--- config.mk ---
export PLATFORM = sky130hd
export DESIGN_NAME = tx_status_stack
export DESIGN_NICKNAME = d
export VERILOG_FILES = /design/src/rtl/tx_status_stack.sv
export SDC_FILE = /design/constraint.sdc
export NUM_CORES = 1
export LEC_CHECK = 0
export ABC_CLOCK_PERIOD_IN_PS = 9260
export BUFFER_PORTS_ARGS = -buffer_cell sky130_fd_sc_hd__buf_2
export CAP_MARGIN = 40
export CORE_UTILIZATION = 59
export DETAILED_ROUTE_END_ITERATION = 12
export HOLD_SLACK_MARGIN = 0.12
export PLACE_DENSITY = 0.78
export REMOVE_ABC_BUFFERS = 1
export SLEW_MARGIN = 20
export SYNTH_ARGS = -nofsm -noshare
export SYNTH_HDL_FRONTEND = slang
export SYNTH_SLANG_ARGS = --single-unit
--- constraint.sdc ---
create_clock -name clk -period 9.26 [get_ports clk]
set_input_delay 1.389 -clock clk [delete_from_list [all_inputs] [get_ports clk]]
set_output_delay 1.389 -clock clk [all_outputs]
set_load 0.02 [all_outputs]
--- src/rtl/tx_status_stack.sv ---
module tx_status_stack #(
  parameter int DEPTH = 32
) (
  input  logic       clk,
  input  logic       rst_n,
  input  logic       frame_done,
  input  logic       fl_intreq,
  input  logic       fl_jabber,
  input  logic       fl_underrun,
  input  logic       fl_maxcoll,
  input  logic       fl_reclaim,
  input  logic       host_wr,
  input  logic [7:0] host_wdata,
  input  logic       cmd_tx_enable,
  input  logic       cmd_tx_reset,
  output logic [7:0] rd_data,
  output logic       tx_complete,
  output logic       tx_enabled
);
  localparam int AW = (DEPTH > 1) ? $clog2(DEPTH) : 1;
  localparam int CW = $clog2(DEPTH + 1);

  logic [7:0]    mem [DEPTH];
  logic [AW-1:0] wr_ptr, rd_ptr, last_ptr;
  logic [CW-1:0] count;

  wire empty   = (count == '0);
  wire full    = (count == CW'(DEPTH));
  wire pop     = host_wr && !empty;
  wire overrun = frame_done && full && !pop;
  wire push    = frame_done && !overrun;
  wire fatal   = frame_done && (fl_maxcoll || fl_underrun || fl_jabber || fl_reclaim);
  wire [7:0] status_byte = {1'b1, fl_intreq, fl_jabber, fl_underrun,
                            fl_maxcoll, 1'b0, fl_reclaim, 1'b0};

  wire unused_ok = ^host_wdata;

  function automatic logic [AW-1:0] nxt(input logic [AW-1:0] p);
    return (p == AW'(DEPTH - 1)) ? '0 : p + 1'b1;
  endfunction

  assign last_ptr    = (wr_ptr == '0) ? AW'(DEPTH - 1) : wr_ptr - 1'b1;
  assign rd_data     = empty ? 8'h00 : mem[rd_ptr];
  assign tx_complete = !empty;

  always_ff @(posedge clk or negedge rst_n) begin
    if (!rst_n) begin
      wr_ptr <= '0;
      rd_ptr <= '0;
      count  <= '0;
    end else if (cmd_tx_reset) begin
      wr_ptr <= '0;
      rd_ptr <= '0;
      count  <= '0;
    end else begin
      if (push) wr_ptr <= nxt(wr_ptr);
      if (pop)  rd_ptr <= nxt(rd_ptr);
      if (push && !pop)      count <= count + 1'b1;
      else if (pop && !push) count <= count - 1'b1;
    end
  end

  always_ff @(posedge clk) begin
    if (!cmd_tx_reset) begin
      if (push)         mem[wr_ptr]   <= status_byte;
      else if (overrun) mem[last_ptr] <= mem[last_ptr] | 8'h04;
    end
  end

  always_ff @(posedge clk or negedge rst_n) begin
    if (!rst_n)                     tx_enabled <= 1'b0;
    else if (cmd_tx_reset)          tx_enabled <= 1'b0;
    else if (fatal || overrun)      tx_enabled <= 1'b0;
    else if (cmd_tx_enable)         tx_enabled <= 1'b1;
  end
endmodule


Yosys cells after proc, flatten, opt, wreduce, memory -nomap -nowiden
Memories as Yosys holds them, arrays and structs flattened.
Index checks and enable logic that the tools add are counted.
Storage, ports and cells
  register bits: 17
  memory bits (writable): 256
  output and inout bits: 10
  memories: 1
Memory list
  mem: words 32, width 8, read ports 1, clocked after memory_dff 0, write ports 1, RTL line 23  | logic [7:0] mem [DEPTH];
Cells by class
  add/subtract/negate cells: 5
  eq/ne operators: 4
  mux-type cells: 24
  reductions and logical operators: 23
Operators with widths (count)
  5-bit two-way mux: 8
  6-bit two-way mux: 3
  8-bit two-way mux: 2
  5-bit by 1-bit adder with 5-bit output (second input constant): 2
  5-bit == test (second input constant): 2
  1-bit two-way mux: 10
  8-bit OR reduction: 1
  1-bit logical AND: 7
  6-bit by 1-bit adder with 6-bit output (second input constant): 1
  6-bit == test (second input constant): 1
  6-bit zero test: 1
  3-bit nonzero test: 2
  6-bit by 1-bit subtractor with 6-bit output (second input constant): 1
  5-bit zero test: 1
  5-bit by 1-bit subtractor with 5-bit output (second input constant): 1
  1-bit zero test: 4
  1-bit logical OR: 4
  2-bit nonzero test: 2
  2-bit two-way mux: 1
  2-bit AND reduction: 1
  0-bit inequality test: 1

Depth between registers and ports, before layout
  word-level depth: 13
  gate-level depth with buffers: 13
  depth with buffers taken out: 10

Least setup slack after synthesis
OpenSTA, ideal clock, no wires.
  path kind: input -> register
  start point: input port host_wr
  end point: register count[5]
  arrival time: 4.199 ns
  slack: 4.978 ns
  cell stages on the path: 12
  buffers on the path: 3
  cells stage by stage: clkbuf_1 > nand2b_1 > or3_1 > buf_2 > buf_6 > nand3_1 > ha_1 > a211oi_1 > o31a_1 > or4b_2 > o21a_1 > o21ai_0
Between the ends
  cells in the longest elaborated chain, start to end: 8
Ends and longest elaborated chain
  start: declaration: RTL line 12  | input logic host_wr,
  1-bit logical AND (*): RTL line 29  | wire pop = host_wr && !empty;
  1-bit zero test: RTL line 30, 58
  1-bit logical AND: RTL line 30  | wire overrun = frame_done && full && !pop;
  1-bit zero test: RTL line 31  | wire push = frame_done && !overrun;
  1-bit logical AND: RTL line 31
  1-bit logical AND / 1-bit zero test (equally long branches): RTL line 58, 59
  6-bit two-way mux / 1-bit logical AND (equally long branches): RTL line 58, 59
  6-bit two-way mux / 3-bit nonzero test (equally long branches)
  end signal: assignment: RTL line 58  | if (push && !pop) count <= count + 1'b1;
  end signal: assignment: RTL line 59  | else if (pop && !push) count <= count - 1'b1;
  end: declaration: RTL line 25  | logic [CW-1:0] count;
Every way passes the cells marked *; elsewhere a longest branch is shown, timed or not.
A chain may end at the register's enable or synchronous reset.

Final worst setup path
  start point: register rd_ptr[0]
  end point: output port rd_data[5]
Between the ends
  cells in the longest elaborated chain, start to end: 2
Ends and longest elaborated chain
  start: declaration: RTL line 24  | logic [AW-1:0] wr_ptr, rd_ptr, last_ptr;
  start signal: assignment: RTL line 57  | if (pop) rd_ptr <= nxt(rd_ptr);
  memory 32 x 8 bit
  8-bit two-way mux: RTL line 43  | assign rd_data = empty ? 8'h00 : mem[rd_ptr];
  end: declaration: RTL line 16  | output logic [7:0] rd_data,
No other way between the ends.

==> impl_metrics.yaml <==
timing:
  worst-slew-pin-transition_ns: 0.872
  finalClockSkew_ns: 0.00942
  relSlewSlack: 0.414
  fin_crit_sh: 0.500
  report.final.slew_viol_count: 0
  rsz0062_at_grt: "no"
  fmax_mhz: 216
  setup_tns_ns: 0
  setup_viol: 0
  final_hold_viol_count: 0
  min_period_ns: 4.63
setup_path:
  path_delay_family: "buffers and inverters"
  crit_chain: "buf_4 -> buf_16 -> mux4_2 -> a22o_1 -> a221oi_1 -> o22ai_1 -> buf_2"
  cp_num_buf_inv: 3
  critPathKind: "flip-flop to primary output"
  crit_required_ns: 7.87
  crit_path_max_incr_delay_ns: 0.56
  cp_slowest_cell: "mux4_2"
  crit_fanout: 36
  cp-end-kind: "primary output"
  startpoint_type: "flip-flop"
  cp_data_arrival_time_ns: 3.24
synthesis:
  synth_cells: 620
  yosysWarnings: 0
  synthArstFlopShare: 0.0705
  syn-cell-area_mm2: 0.0105
  ys.flop_type: "edfxtp_1"
  ys_types: 71
  ys_seq_elements: 241
  synth_area_per_cell_um2: 16.9
  synth_edf_count: 224
  yosysSeqAreaShare: 0.683
grt:
  antenna_found_initial: 0
  grt_max_degree: 61
  grt_pass1_vias: 6023
  grt_overflow_total: 0
  grt_pass1_wl_um: 34900
  grt_usage: 0.260
clock_network:
  clk_latency_ns: 0.54
  hold_buffers: 0
  clockBufferDepth: 3
  path_clk_slew_ns: 0.06
  cts_sinks: 241
  numCtsBuffers: 25
  cts_setup_buffers: 0
  htreeDepth: 1
  ctsRootBufferMaster: "clkbuf_16"
  cts_tree: "yes"
  postCtsResizedCells: 0
route:
  wl_met2_um: 11400
  first_pass_iters: 5
  ant_nets: 0
  vias: 5921
  wl_met1_um: 8470
  maxUsedRoutingLayer: "met4"
  initialDrtViolationCount: 565
  drc: 0
  wl_met3_um: 1890
  drt-total-wl_um: 22300
  vias_per_cell: 6.53
  wire_per_inst_um: 24.6
placement:
  gp_congestion: 0.865
  dp_hpwl_um: 14400
  portBuffers: 19
die:
  core-area_mm2: 0.0173
  die_area_mm2: 0.0183
  fp-row-count: 48
  initial_core_util: 0.605
  die_y_um: 135
  die_w_um: 135
  pin_count: 29
layout:
  most-common-layout-cells: "224 x edfxtp_1, 56 x mux4_2, 47 x nor3_1, 34 x nor2_1, 34 x buf_2"
  layout_commonest_cell: "edfxtp_1"
  nets: 692
  fillCellCount: 1079
  drive_gt1_frac: 0.251
  fin_util: 0.683
  syn2layout_area_growth_pct: 12.9
  num_antenna_cells: 0
pwr:
  power.internal_w: 0.00204
  ir_worst_vdd_mv: 0.182
  switchingPower_w: 0.000722
  power_frac_clock: 0.373
  leakage_nw: 3.87
  pwr-share-comb: 0.180
  swShare: 0.261
  seqPwrFrac: 0.446
  power_density_mw_per_mm2: 234
outcome:
  status: "finished, final reports clean"
run:
  cap_violations: 0
min_path:
  hp-class: "flip-flop to flip-flop"
[flip-flops by register name (all words and copies together) (netlist names)]
| name | flops |
|---|---|
| mem | 224 |
| count | 6 |
| rd_ptr | 5 |
| wr_ptr | 5 |
| tx_enabled | 1 |
[final timing paths]
kind,to,depth (start not counted),startpoint,slack (ns)
setup / recovery,rd_data[5],7,rd_ptr[0],4.63
hold / removal,count[4],2,count[4],0.56
setup reg to reg,count[5],9,count[1],5.27
hold reg to reg,count[4],2,count[4],0.56
max in group asynchronous,rd_ptr[0],1,rst_n,8.16
min in group asynchronous,count[1],1,rst_n,0.78
[Yosys cell counts, types with 6 or more instances]
library cell  instances  area [µm²]
nor2_1               34         128
clkbuf_1             16        60.1
nor3_1               47         235
a22o_1               14         123
a21oi_1              15        75.1
inv_1                12        45.0
a221oi_1             14         123
edfxtp_1            224        6730
o22ai_1               8        50.1
dfrtp_1              17         425
nand3_1              12        60.1
ha_1                  9         113
mux4_2               56        1260
nand2b_1              6        37.5
nand2_1              18        67.6
buf_2                12        60.1
o21ai_0               9        45.0
[metrics by stage]
step                setup WS [ns]  instances  hold WS, ns  power [W]  area [µm²]
floorplan                    4.23        581        0.501    0.00161       10300
global placement             4.60        834        0.522    0.00172       10700
detailed placement           4.43        851        0.533    0.00175       10900
CTS                          4.55        897        0.551    0.00277       11700
global route                 4.46        907        0.593    0.00285       11800
finish                       4.63        907        0.556    0.00277       11800
[power by group through the flow]
stage	combinational, W	clock (W)	sequential, W
final	0.000499	0.00103	0.00123
after global routing	0.000537	0.00108	0.00124
after CTS	0.000498	0.00104	0.00123
after detailed placement	0.000496	0	0.00126
after global placement	0.000463	0	0.00125
after floorplan	0.000322	0	0.00129
[per-layer routing]
metal / global-route usage / vias up
li1: - / 2622
met4: 0.0855 / 0
met5: 0 / -
met3: 0.0471 / 43
met2: 0.430 / 268
met1: 0.353 / 2988
[cell families after synthesis]
group                      share of synthesized area
and+or+nand+nor                               0.0833
DFF                                            0.683
buffers and inverters                         0.0231
other                                       0.000358
xor gates and xnor gates                     0.00586
AOI/OAI and AO/OA                             0.0680
muxes                                          0.123
adders and majority gates                     0.0127
[area by class of cell]
type | instances | area (µm²) | area share
clock inverter | 16 | 199 | 0.0168
sequential | 241 | 7160 | 0.606
inverter | 13 | 48.8 | 0.00413
tap | 225 | 282 | 0.0238
clock buffer | 30 | 654 | 0.0554
multi-input combinational | 327 | 3080 | 0.260
timing repair buffer | 55 | 402 | 0.0340
[tightest hold or removal path, cell delays in order (launching register included)]
cell and delay (ns):
dfrtp_1 0.40, nand2_1 0.06, o31ai_1 0.06
(Power assumes the default switching activity.)
